`src/rtl/td_status_wb_pkg.sv`:
```
package td_status_wb_pkg;

  // control word bit positions
  localparam int unsigned C_SPD    = 29;
  localparam int unsigned C_ERR_LO = 27;
  localparam int unsigned C_ISO    = 25;
  localparam int unsigned C_IOC    = 24;
  localparam int unsigned C_ACT    = 23;
  localparam int unsigned C_STALL  = 22;
  localparam int unsigned C_BABBLE = 20;
  localparam int unsigned C_NAK    = 19;
  localparam int unsigned C_TMO    = 18;
  localparam int unsigned LEN_W    = 11;

  // token field positions
  localparam int unsigned T_DEV_LO = 8;
  localparam int unsigned T_DEV_W  = 7;
  localparam int unsigned T_EP_LO  = 15;
  localparam int unsigned T_EP_W   = 4;
  localparam int unsigned T_MAX_LO = 21;

  localparam logic [7:0] PID_SETUP = 8'h2D;
  localparam logic [7:0] PID_IN    = 8'h69;
  localparam logic [7:0] PID_OUT   = 8'hE1;

  typedef enum logic [2:0] {
    OC_DATA   = 3'd0,
    OC_STALL  = 3'd1,
    OC_BABBLE = 3'd2,
    OC_NAK    = 3'd3,
    OC_TMO    = 3'd4
  } outcome_e;

  typedef enum logic [2:0] {
    RS_DONE  = 3'd0,
    RS_SKIP  = 3'd1,
    RS_PEND  = 3'd2,
    RS_SHORT = 3'd3,
    RS_FATAL = 3'd4
  } result_e;

endpackage

```
`src/rtl/td_token_dec.sv`:
```
module td_token_dec
  import td_status_wb_pkg::*;
(
  input  logic [31:0]        token,
  output logic [7:0]         pid,
  output logic [T_DEV_W-1:0] dev,
  output logic [T_EP_W-1:0]  ep,
  output logic [LEN_W-1:0]   max_len,
  output logic               pid_known
);
  logic [LEN_W-1:0] max_field;

  always_comb begin
    pid       = token[7:0];
    dev       = token[T_DEV_LO +: T_DEV_W];
    ep        = token[T_EP_LO +: T_EP_W];
    max_field = token[T_MAX_LO +: LEN_W];
    max_len   = max_field + LEN_W'(1);
    pid_known = (pid == PID_SETUP) || (pid == PID_IN) || (pid == PID_OUT);
  end
endmodule

```
`src/rtl/td_ctrl_update.sv`:
```
module td_ctrl_update
  import td_status_wb_pkg::*;
#(
  parameter int unsigned CNT_W = 12
) (
  input  logic [31:0]      ctrl_in,
  input  logic [7:0]       pid,
  input  logic             pid_known,
  input  logic [LEN_W-1:0] max_len,
  input  logic [2:0]       outcome,
  input  logic [CNT_W-1:0] byte_cnt,
  output logic [31:0]      ctrl_out,
  output result_e          res,
  output logic [1:0]       cause,
  output logic             err_out,
  output logic             perr_out
);
  localparam logic [CNT_W-1:0] ONE = CNT_W'(1);

  logic [CNT_W-1:0] max_ext;
  logic [CNT_W-1:0] len_m1;
  logic [1:0]       err_cnt;

  always_comb begin
    max_ext  = CNT_W'(max_len);
    len_m1   = byte_cnt - ONE;
    ctrl_out = ctrl_in;
    res      = RS_SKIP;
    cause    = 2'b00;
    err_out  = 1'b0;
    perr_out = 1'b0;
    err_cnt  = ctrl_in[C_ERR_LO +: 2];

    if (!ctrl_in[C_ACT]) begin
      res = RS_SKIP;
    end else if (!pid_known) begin
      res      = RS_FATAL;
      perr_out = 1'b1;
    end else if (outcome > 3'(OC_TMO)) begin
      res = RS_PEND;
    end else begin
      if (ctrl_in[C_IOC]) cause[0] = 1'b1;
      if (ctrl_in[C_ISO]) ctrl_out[C_ACT] = 1'b0;
      case (outcome)
        3'(OC_DATA): begin
          ctrl_out[LEN_W-1:0] = len_m1[LEN_W-1:0];
          ctrl_out[C_ACT]     = 1'b0;
          ctrl_out[C_NAK]     = 1'b0;
          if ((pid == PID_IN) && (byte_cnt > max_ext)) begin
            ctrl_out[C_BABBLE] = 1'b1;
            ctrl_out[C_STALL]  = 1'b1;
            res                = RS_FATAL;
          end else if (ctrl_in[C_SPD] && (byte_cnt < max_ext)) begin
            res      = RS_SHORT;
            cause[1] = 1'b1;
          end else begin
            res = RS_DONE;
          end
        end
        3'(OC_STALL): begin
          ctrl_out[C_STALL] = 1'b1;
          ctrl_out[C_ACT]   = 1'b0;
          res               = RS_SKIP;
        end
        3'(OC_BABBLE): begin
          ctrl_out[C_BABBLE] = 1'b1;
          ctrl_out[C_STALL]  = 1'b1;
          ctrl_out[C_ACT]    = 1'b0;
          res                = RS_FATAL;
        end
        3'(OC_NAK): begin
          ctrl_out[C_NAK] = 1'b1;
          res             = RS_SKIP;
        end
        default: begin
          ctrl_out[C_TMO] = 1'b1;
          if (err_cnt != 2'd0) begin
            err_cnt = err_cnt - 2'd1;
            if (err_cnt == 2'd0) begin
              ctrl_out[C_ACT] = 1'b0;
              err_out         = 1'b1;
            end
          end
          ctrl_out[C_ERR_LO +: 2] = err_cnt;
          res                     = RS_SKIP;
        end
      endcase
    end
  end
endmodule

```
`src/rtl/td_status_wb.sv`:
```
module td_status_wb
  import td_status_wb_pkg::*;
#(
  parameter int unsigned CNT_W = 12
) (
  input  logic             clk,
  input  logic             rst_n,
  input  logic             in_valid,
  input  logic [31:0]      ctrl_word,
  input  logic [31:0]      token_word,
  input  logic [2:0]       outcome,
  input  logic [CNT_W-1:0] byte_cnt,
  output logic             out_valid,
  output logic [31:0]      ctrl_next,
  output logic             wb_en,
  output logic [2:0]       result,
  output logic [1:0]       int_cause,
  output logic             usb_err,
  output logic             proc_err,
  output logic [7:0]       tok_pid,
  output logic [6:0]       tok_dev,
  output logic [3:0]       tok_ep,
  output logic [10:0]      tok_maxlen
);
  logic [7:0]         dec_pid;
  logic [T_DEV_W-1:0] dec_dev;
  logic [T_EP_W-1:0]  dec_ep;
  logic [LEN_W-1:0]   dec_max;
  logic               dec_known;

  logic [31:0] upd_ctrl;
  result_e     upd_res;
  logic [1:0]  upd_cause;
  logic        upd_err;
  logic        upd_perr;

  logic        wb_d, err_d, perr_d;
  logic [1:0]  cause_d;

  td_token_dec u_dec (
    .token     (token_word),
    .pid       (dec_pid),
    .dev       (dec_dev),
    .ep        (dec_ep),
    .max_len   (dec_max),
    .pid_known (dec_known)
  );

  td_ctrl_update #(.CNT_W(CNT_W)) u_upd (
    .ctrl_in  (ctrl_word),
    .pid      (dec_pid),
    .pid_known(dec_known),
    .max_len  (dec_max),
    .outcome  (outcome),
    .byte_cnt (byte_cnt),
    .ctrl_out (upd_ctrl),
    .res      (upd_res),
    .cause    (upd_cause),
    .err_out  (upd_err),
    .perr_out (upd_perr)
  );

  // next-state for the per-descriptor pulses
  always_comb begin
    wb_d    = in_valid && (upd_ctrl != ctrl_word);
    cause_d = in_valid ? upd_cause : 2'b00;
    err_d   = in_valid && upd_err;
    perr_d  = in_valid && upd_perr;
  end

  // pulse and valid registers
  always_ff @(posedge clk or negedge rst_n) begin
    if (!rst_n) begin
      out_valid <= 1'b0;
      wb_en     <= 1'b0;
      int_cause <= 2'b00;
      usb_err   <= 1'b0;
      proc_err  <= 1'b0;
    end else begin
      out_valid <= in_valid;
      wb_en     <= wb_d;
      int_cause <= cause_d;
      usb_err   <= err_d;
      proc_err  <= perr_d;
    end
  end

  // data registers, loaded on accept
  always_ff @(posedge clk or negedge rst_n) begin
    if (!rst_n) begin
      ctrl_next  <= '0;
      result     <= '0;
      tok_pid    <= '0;
      tok_dev    <= '0;
      tok_ep     <= '0;
      tok_maxlen <= '0;
    end else if (in_valid) begin
      ctrl_next  <= upd_ctrl;
      result     <= 3'(upd_res);
      tok_pid    <= dec_pid;
      tok_dev    <= dec_dev;
      tok_ep     <= dec_ep;
      tok_maxlen <= dec_max;
    end
  end
endmodule

```
`config.mk`:
```
export PLATFORM = sky130hd
export DESIGN_NAME = td_status_wb
export DESIGN_NICKNAME = d
export VERILOG_FILES = /design/src/rtl/td_status_wb_pkg.sv /design/src/rtl/td_token_dec.sv /design/src/rtl/td_ctrl_update.sv /design/src/rtl/td_status_wb.sv
export SDC_FILE = /design/constraint.sdc
export NUM_CORES = 1
export LEC_CHECK = 0
export BUFFER_PORTS_ARGS = -buffer_cell sky130_fd_sc_hd__buf_2
export CAP_MARGIN = 0
export CORE_MARGIN = 3
export CORE_UTILIZATION = 40
export CTS_BUF_LIST = sky130_fd_sc_hd__clkbuf_4
export CTS_CLUSTER_SIZE = 14
export DETAILED_ROUTE_END_ITERATION = 12
export HOLD_SLACK_MARGIN = 0.03
export PLACE_DENSITY = 0.74
export SYNTH_ARGS = -nofsm -noshare
export SYNTH_HDL_FRONTEND = slang
export SYNTH_HIERARCHICAL = 1
export SYNTH_SLANG_ARGS = --single-unit
export TNS_END_PERCENT = 50
```
`constraint.sdc`:
```
create_clock -name clk -period 1.3 [get_ports clk]
set_clock_uncertainty 0.2 [all_clocks]
set_input_delay 0 -clock clk [delete_from_list [all_inputs] [get_ports clk]]
set_output_delay 0 -clock clk [all_outputs]
set_load 0.05 [all_outputs]
```
==> flow_summary.json, run 1 <==
{
  "detail-route-antenna-nets": 0,
  "reg2reg_from": "ctrl_next[7]",
  "cp_common_cell": "nand4_1",
  "use_met2_pct": 40.6,
  "hold_viol_final": 35,
  "dieArea_um2": 12600,
  "ir_drop_mv": 0.839,
  "synth_cells": 387,
  "h-tree-depth": 3,
  "min_period_ps": 2520,
  "synth-edff-count": 0,
  "violations": "negative hold slack, negative setup slack",
  "synth-seq-cells": 71,
  "syn2layout_area_growth_pct": 68.6,
  "finalCritPeriodShare_pct": 194,
  "row_count": 38,
  "synth.top_cells.by_area": "dfrtp_1, mux2_4, xnor2_1, buf_4, ha_1",
  "routed_via_density": 4.96,
  "synth_area_leader_cell": "dfrtp_1",
  "utilization_pct": 69.6,
  "numCtsBuffers": 9,
  "dr.pass1.iters": 4,
  "crit_chain": "buf_8, and4_4, nand4_1, xnor2_2, inv_2, ha_4, a21o_1, a211oi_2, o21ai_2, or2_4, a311o_1, xnor2_1, nand4_1, nor4_2, a21boi_1",
  "grtUsageMet1_pct": 25.4,
  "numClockSinks": 71,
  "ctsLongestPathBuffers": 2,
  "grtUsageTotal_pct": 22.5,
  "ios": 153,
  "min_from": "ctrl_word[5]",
  "grt_use_met3_pct": 5.88,
  "setup_viol": 23,
  "slowest_stage": "a311o_1",
  "ys_types": 54,
  "io_buffer_count": 150,
  "pwr_density_cell_nw_per_um2": 986,
  "rsz0062_at_grt": "yes",
  "syn_area_um2": 4510,
  "hpwlAfterDp_um": 9410,
  "worstPathArrival_ps": 2670,
  "worstSetupPathDepth": 15,
  "synthFlopType": "dfrtp_1",
  "hold-path-cell-count": 4,
  "p_leak_nw": 3.67,
  "relSlewSlack_pct": 74.3,
  "worstPathRequired_ps": 1450,
  "start_kind": "input pin",
  "gp_congestion": 0.900,
  "remaining_drc_errors": 0,
  "clockRootBuffer": "clkbuf_4",
  "async_flop_share_pct": 100,
  "fin_area_um2": 7610,
  "gr-max-usage-layer": "met2",
  "routed_wl_um": 14900,
  "start_util_pct": 41.3,
  "core_um2": 10900,
  "cts_hold_buf": 58,
  "cp-end-kind": "register",
  "worstMarginPinSlew_ps": 381,
  "cp-startpoint": "token_word[24]",
  "antenna_found_initial": 1,
  "critPathMaxFanout": 5,
  "die_h_um": 112,
  "final_net_count": 773,
  "grt_pass1_vias": 4355,
  "run_status": "complete, but fails checks",
  "crit_type": "in -> reg",
  "wl_per_cell_um": 18.1,
  "p_total_mw": 7.51,
  "critPathMaxStageDelay_ps": 380,
  "yosysWarnings": 6,
  "path_clk_slew_ps": 120,
  "path_buf_inv": 2,
  "critPathTopFamily": "compound AO/OA/AOI/OAI gates",
  "num-fill-cells": 747,
  "antenna_cells": 0,
  "fmax_mhz": 396,
  "maxCapViolations": 0,
  "synth_top_area_share_pct": 39.4,
  "dieWidth_um": 112,
  "vias": 4081,
  "cts_tree": "done",
  "syn_area_per_cell_um2": 11.7,
  "layout-drive-gt1-share_pct": 60.8,
  "place_area_um2": 5840,
  "setup_ws_ps": -1220,
  "drt_iter0_drc": 204,
  "grt_overflow": 0,
  "min_path_type": "in -> reg",
  "grt_pass1_wl_um": 22300,
  "r2r_cells": 3,
  "slew_violations": 0,
  "syn-num-nets": 482,
  "insertion_delay_ps": 440,
  "grt_max_degree": 28,
  "yosysSeqAreaShare_pct": 39.4,
  "holdWs_ps": -257
}
Yosys cell counts, types with 2 or more instances:
master	n
a211oi_1	2
a21o_1	2
a21oi_1	5
a31oi_1	2
and2_1	4
buf_2	3
buf_4	33
buf_6	8
clkbuf_1	2
dfrtp_1	71
ha_1	13
inv_1	17
mux2_1	5
mux2_4	60
nand2_1	19
nand2b_1	2
nand3_1	3
nand4_1	15
nor2_1	11
nor2b_1	4
nor3_1	5
nor3b_1	2
nor4_1	4
nor4bb_1	2
o21ai_0	12
o21ai_1	2
o21ai_2	2
or2_1	2
xnor2_1	47
xor2_1	4
per-layer routing:
metal / share of wire (%) / vias up
met1: 37 / 1990
met3: 5.2 / 38
met4: 3.2 / 2
met5: 0.047 / -
li1: - / 1906
met2: 54 / 145
tightest hold or removal path, delay by kind of cell:
kind	cells	cell delay, ps
mux	1	140
buf+inv	1	110
compound gates	1	70
simple gates	1	60
logic make-up (layout without fill, tap and decap cells):
logic type / count (synthesis) / count (layout) / synth area share [%]
AOI/OAI and AO/OA: 38 / 38 / 5.60
xor gates and xnor gates: 51 / 51 / 9.89
adders and majority gates: 13 / 13 / 3.60
buffers and inverters: 63 / 356 / 9.40
DFF: 71 / 71 / 39.4
muxes: 66 / 66 / 21.5
and+or+nand+nor: 85 / 88 / 10.7
per-stage QoR:
stage / setup slack (ps) / instances / hold slack [ps] / TNS [ps]
after floorplan: -1360 / 387 / -496 / -14710
after global routing: -1320 / 823 / -266 / -10130
after CTS: -1050 / 815 / -300 / -8560
after global placement: -1620 / 721 / -256 / -25510
final: -1220 / 823 / -257 / -9260
after detailed placement: -1780 / 721 / -259 / -26700
power breakdown:
part | switching (mW) | internal, mW | total (mW)
sequential | 0.163 | 2.42 | 2.58
combinational | 1.53 | 1.36 | 2.89
clock | 0.866 | 1.17 | 2.04
total | 2.56 | 4.95 | 7.51
layout by cell type, fill, tap and decap left out, types with 2 or more instances in the layout:
master         count
a211oi_2           2
nor3_1             4
inv_1             14
buf_2             73
nor2_2             2
xnor2_1           40
buf_4            122
o21ai_0            3
xor2_1             3
buf_12             3
xnor2_2            7
mux2_4            62
nand2_1            7
inv_2              3
a21oi_1            4
buf_8              3
clkinvlp_4         2
mux2_1             3
and2_1             4
nor3_2             2
clkbuf_4          11
bufinv_16          4
ha_4               5
nor4bb_1           2
nor2_1            10
dlygate4sd3_1     57
a21oi_2            2
a21o_1             2
nor4_2             3
or2_4              5
buf_6             62
ha_1               8
nand3_4            2
nand4_1           15
dfrtp_1           71
o21ai_2           13
nor2b_1            3
nand2_2           11
nor3b_1            2
state kept, by name, indices dropped and copies added, names as in the netlist:
name and cells:
ctrl_next 32, int_cause 2, out_valid 1, proc_err 1, result 3, tok_dev 7, tok_ep 4, tok_maxlen 11
tok_pid 8, usb_err 1, wb_en 1
path summary, 6_finish.rpt:
check	endpoint	slack [ps]
worst min-delay path	ctrl_next[5]	-260
max in group asynchronous	ctrl_next[4]	500
worst min register to register	ctrl_next[26]	300
worst max-delay path	wb_en	-1220
worst max register to register	ctrl_next[7]	40
min in group asynchronous	result[2]	-200
area by class of cell:
cell class | instances | area [µm²] | area share, %
flip-flops and latches | 71 | 1780 | 23.3
repair buffers | 323 | 2680 | 35.3
clock buffers | 9 | 67.6 | 0.888
well taps | 140 | 175 | 2.30
inverters | 17 | 63.8 | 0.839
clock inverters | 7 | 144 | 1.89
multi-input cells | 256 | 2700 | 35.5
repair_timing:
| item | 4_1_cts | 5_1_grt |
|---|---|---|
| endpoints found under the hold margin | 142 | 37 |
| gates resized for setup | 136 | 71 |
| setup buffers | 41 | 16 |
| endpoints found under the setup margin | 89 | 71 |
| gates cloned | 3 | 0 |
| pin swaps | 36 | 15 |
Note: power is estimated with default switching activity, not from simulation.
==> inputs of run 2 (changes only) <==
Settings changed: GPL_TIMING_DRIVEN set to 0.
Clock period 1.3 ns to 3.05 ns, I/O delays scaled along.
==> flow_summary.json, run 2 (synthesis gave the netlist of run 1 again) <==
{
  "run_status": "completed",
  "min_path_type": "in -> reg",
  "dieArea_um2": 12600,
  "clockRootBuffer": "clkbuf_4",
  "worstMarginPinSlew_ps": 443,
  "pre_cts_slack_ps": -223,
  "finalCritPeriodShare_pct": 97.7,
  "rsz0062_at_grt": "no",
  "remaining_drc_errors": 0,
  "critPathMaxFanout": 4,
  "hold-path-cell-count": 4,
  "syn2layout_area_growth_pct": 43.1,
  "antenna_cells": 0,
  "numCtsBuffers": 9,
  "insertion_delay_ps": 400,
  "worstPathArrival_ps": 3080,
  "final.setup.tns_ps": 0,
  "detail-route-antenna-nets": 0,
  "antenna_found_initial": 0,
  "numClockSinks": 71,
  "wl_per_cell_um": 17.1,
  "final_common_cell": "buf_2",
  "dp_cells": 666,
  "grt_pass1_vias": 4173,
  "path_clk_slew_ps": 130,
  "pwr_density_cell_nw_per_um2": 421,
  "crit_chain": "buf_2, dlygate4sd3_1, xnor2_2, inv_1, ha_1, o21a_1, a21oi_2, o21ai_2, or2_1, a311o_1, xnor2_1, nand4_1, nor4_1, a21boi_1",
  "largest_reg_flops": 32,
  "ctsLongestPathBuffers": 2,
  "ios": 153,
  "final_net_count": 720,
  "stdcell_count": 770,
  "largest_register": "ctrl_next",
  "ir_drop_mv": 0.212,
  "grt_pass1_wl_um": 21300,
  "critPathMaxStageDelay_ps": 610,
  "dr.pass1.iters": 4,
  "h-tree-depth": 3,
  "routed_via_density": 4.93,
  "holdWs_ps": 74.3,
  "maxCapViolations": 0,
  "fmax_mhz": 336,
  "drt_iter0_drc": 167,
  "min_period_ps": 2980,
  "worstPathRequired_ps": 3150,
  "p_leak_nw": 3.15,
  "start_util_pct": 41.3,
  "layout-drive-gt1-share_pct": 43.8,
  "die_h_um": 112,
  "hold_viol_final": 0,
  "setup_viol": 0,
  "grt_max_degree": 70,
  "final_cell_mix": "buf_2, dlygate4sd3_1, dfrtp_1, mux2_4, xnor2_1",
  "setup_ws_ps": 70.9,
  "hpwlAfterDp_um": 8940,
  "start_kind": "input pin",
  "slew_violations": 0,
  "largestRegisters": "ctrl_next: 32 flops, tok_maxlen: 11 flops, tok_pid: 8 flops",
  "r2r_cells": 1,
  "crit_type": "in -> reg",
  "cp-end-kind": "register",
  "grt_overflow": 0,
  "io_buffer_count": 138,
  "slowest_stage": "dlygate4sd3_1",
  "dieWidth_um": 112,
  "gp_congestion": 0.865,
  "routed_wl_um": 13100,
  "utilization_pct": 59.1,
  "vias": 3795,
  "row_count": 38,
  "grtUsageTotal_pct": 21.1,
  "num-fill-cells": 901,
  "core_um2": 10900,
  "relSlewSlack_pct": 70.2,
  "cts_tree": "done"
}
==> run 2: changes by cell type in the layout (fill, tap and decap cells not counted), moves of 12 or more <==
cell and delta:
buf_6 -54, dlygate4sd3_1 +29, buf_2 +67, buf_4 -86
nand2_1 +12
==> run 2: routing by layer <==
metal | GRT usage, % | up-vias | share of wire (%)
met5 | 0 | - | 0
met3 | 5.23 | 28 | 6.4
met2 | 37.2 | 149 | 50
li1 | - | 1798 | -
met4 | 7.29 | 0 | 2.5
met1 | 25.1 | 1820 | 41
==> run 2: what timing repair did <==
action | CTS | global route
endpoints found under the setup margin | 0 | 5
gates resized for setup | 0 | 6
setup buffers | 0 | 2
hold endpoints to repair | 142 | 0
hold buffers | 86 | 0
==> run 2: layout make-up <==
class | count | area, µm² | area share, %
Multi-Input combinational cell | 253 | 2340 | 36.3
Sequential cell | 71 | 1780 | 27.5
Timing Repair Buffer | 227 | 1600 | 24.7
Buffer | 46 | 362 | 5.60
Tap cell | 140 | 175 | 2.71
Clock inverter | 7 | 72.6 | 1.12
Clock buffer | 9 | 67.6 | 1.05
Inverter | 17 | 63.8 | 0.988
==> run 2: final timing paths <==
kind / start / end / slack, ps
setup reg to reg: tok_maxlen[1] / tok_maxlen[1] / 2050
hold reg to reg: ctrl_next[22] / ctrl_next[22] / 300
hold / removal: byte_cnt[2] / ctrl_next[2] / 70
setup / recovery: token_word[27] / wb_en / 70
min in group asynchronous: rst_n / out_valid / 290
max in group asynchronous: rst_n / ctrl_next[24] / 1720
==> run 2: power by group <==
group / switching [mW] / internal (mW)
clock network: 0.369 / 0.251
logic: 0.605 / 0.410
registers: 0.0510 / 1.03
==> run 2: worst max-delay path: cells and delay by family <==
kind / cells / cell delay (ps)
XOR/XNOR: 2 / 420
AND/OR/NAND/NOR: 3 / 660
buffers and inverters: 3 / 810
adder cells (fa/ha/maj): 1 / 300
AO/OA/AOI/OAI: 5 / 880
==> run 2: per-stage QoR <==
step / total power, mW / area [µm²]
2_1_floorplan: 1.75 / 4510
3_3_place_gp: 1.99 / 5380
3_5_place_dp: 2.01 / 5410
4_1_cts: 2.74 / 6410
5_1_grt: 2.86 / 6460
6_report: 2.72 / 6460
==> inputs of run 3 (changes only) <==
Settings changed: CORE_MARGIN 3 to 2, SETUP_SLACK_MARGIN set to 0.3.
==> flow_summary.json, run 3 (synthesis gave the netlist of run 1 again) <==
{
  "grtUsageTotal_pct": 21.3,
  "cts_tree": "done",
  "crit_end": "wb_en",
  "routed_via_density": 4.94,
  "syn2layout_area_growth_pct": 45.9,
  "maxCapViolations": 0,
  "core_um2": 10900,
  "hpwlAfterDp_um": 8770,
  "min_path_type": "in -> reg",
  "die_h_um": 110,
  "fin_area_um2": 6590,
  "slew_violations": 0,
  "final_net_count": 723,
  "antenna_found_initial": 0,
  "relSlewSlack_pct": 72.9,
  "wl_per_cell_um": 16.7,
  "num-fill-cells": 883,
  "h-tree-depth": 3,
  "hold_viol_final": 0,
  "start_kind": "input pin",
  "rsz0062_at_grt": "no",
  "crit_type": "in -> reg",
  "largestRegisters": "ctrl_next: 32 flops, tok_maxlen: 11 flops, tok_pid: 8 flops",
  "p_leak_nw": 3.20,
  "dieWidth_um": 110,
  "final_cell_mix": "buf_2, dlygate4sd3_1, dfrtp_1, mux2_4, buf_4",
  "crit_chain": "buf_4, and4_4, nand4_1, xnor2_2, inv_1, ha_1, o21a_1, a21oi_2, o21ai_2, or2_1, a311o_1, xnor2_1, nand4_1, nor4_2, a21boi_1",
  "numCtsBuffers": 9,
  "finalCritPeriodShare_pct": 88.8,
  "slowest_stage": "a311o_1",
  "insertion_delay_ps": 440,
  "run_status": "completed",
  "pre_cts_slack_ps": -301,
  "worstPathRequired_ps": 3180,
  "numClockSinks": 71,
  "antenna_cells": 0,
  "cp_common_cell": "nand4_1",
  "setup_ws_ps": 341,
  "ir_drop_mv": 0.353,
  "grt_pass1_wl_um": 19400,
  "grt_pass1_vias": 3927,
  "dieArea_um2": 12200,
  "worstSetupPathDepth": 15,
  "critPathMaxStageDelay_ps": 390,
  "min_period_ps": 2710,
  "vias": 3816,
  "start_util_pct": 41.3,
  "remaining_drc_errors": 0,
  "io_buffer_count": 138,
  "pwr_density_cell_nw_per_um2": 424,
  "r2r_end": "tok_maxlen[3]",
  "place_area_um2": 5410,
  "clockRootBuffer": "clkbuf_4",
  "grt_max_degree": 70,
  "holdWs_ps": 83.9,
  "ctsLongestPathBuffers": 2,
  "worstMarginPinSlew_ps": 402,
  "grt_overflow": 0,
  "utilization_pct": 60.2,
  "critPathTopFamily": "simple AND/OR/NAND/NOR gates",
  "dr.pass1.iters": 4,
  "path_clk_slew_ps": 120,
  "row_count": 38,
  "reg2reg_from": "tok_maxlen[3]",
  "path_buf_inv": 2,
  "layout-drive-gt1-share_pct": 46.0,
  "detail-route-antenna-nets": 0,
  "cp-end-kind": "register",
  "final_common_cell": "buf_2",
  "worstPathArrival_ps": 2840,
  "fmax_mhz": 369,
  "final.setup.tns_ps": 0,
  "hold-path-cell-count": 6,
  "largest_register": "ctrl_next",
  "r2r_cells": 1,
  "routed_wl_um": 12900,
  "setup_viol": 0,
  "gp_congestion": 0.890,
  "r2r_setup_slack_ps": 2040,
  "critPathMaxFanout": 5,
  "drt_iter0_drc": 127,
  "ios": 153,
  "cp-startpoint": "token_word[24]",
  "largest_reg_flops": 32
}
## run 3: final cells by class
cell class                 count  area [µm²]  area share [%]
timing repair buffer         230        1620            24.7
buffer                        46         362            5.49
inverter                      17        63.8           0.969
sequential                    71        1780            27.0
multi-input combinational    253        2430            36.9
clock inverter                 7        87.6            1.33
clock buffer                   9        67.6            1.03
tap                          140         175            2.66
## run 3: tightest hold or removal path, delay by kind of cell
kind | cells | cell delay, ps
buf+inv | 1 | 110
simple gates | 2 | 180
compound gates | 2 | 230
xor+xnor | 1 | 160
## run 3: stage by stage
| stage | power, mW | instances |
|---|---|---|
| 2_1_floorplan | 1.75 | 387 |
| 3_3_place_gp | 1.99 | 665 |
| 3_5_place_dp | 2.01 | 666 |
| 4_1_cts | 2.79 | 767 |
| 5_1_grt | 2.92 | 773 |
| 6_report | 2.80 | 773 |
## run 3: worst min-delay path by stage
stage | start | to | slack [ps]
3_3_place_gp | in_valid | out_valid | -60
5_1_grt | byte_cnt[0] | wb_en | 80
4_1_cts | byte_cnt[3] | ctrl_next[3] | 40
2_1_floorplan | rst_n | ctrl_next[0] | -500
3_5_place_dp | rst_n | tok_ep[3] | -390
6_report | byte_cnt[0] | wb_en | 80
## run 3: metal layers
| layer | global-route usage [%] | share of wire, % | vias to the layer above |
|---|---|---|---|
| met5 | 0 | 0 | - |
| met4 | 8.21 | 2.1 | 0 |
| met3 | 5.11 | 6.4 | 19 |
| met2 | 36.9 | 50 | 141 |
| met1 | 25.5 | 42 | 1856 |
| li1 | - | - | 1800 |
## run 3: repair_timing
| action | in CTS | in global routing |
|---|---|---|
| resized for setup | 3 | 19 |
| hold buffers | 85 | 0 |
| setup endpoints to repair | 1 | 11 |
| gates cloned | 0 | 0 |
| pin swaps | 0 | 17 |
| buffers inserted | 0 | 6 |
| endpoints found under the hold margin | 142 | 0 |
## run 3: report_power, final
group	internal [mW]	switching (mW)	leakage, nW	total [mW]
clock	0.327	0.358	0.0871	0.685
sequential	1.03	0.0507	0.841	1.08
combinational	0.419	0.610	2.28	1.03
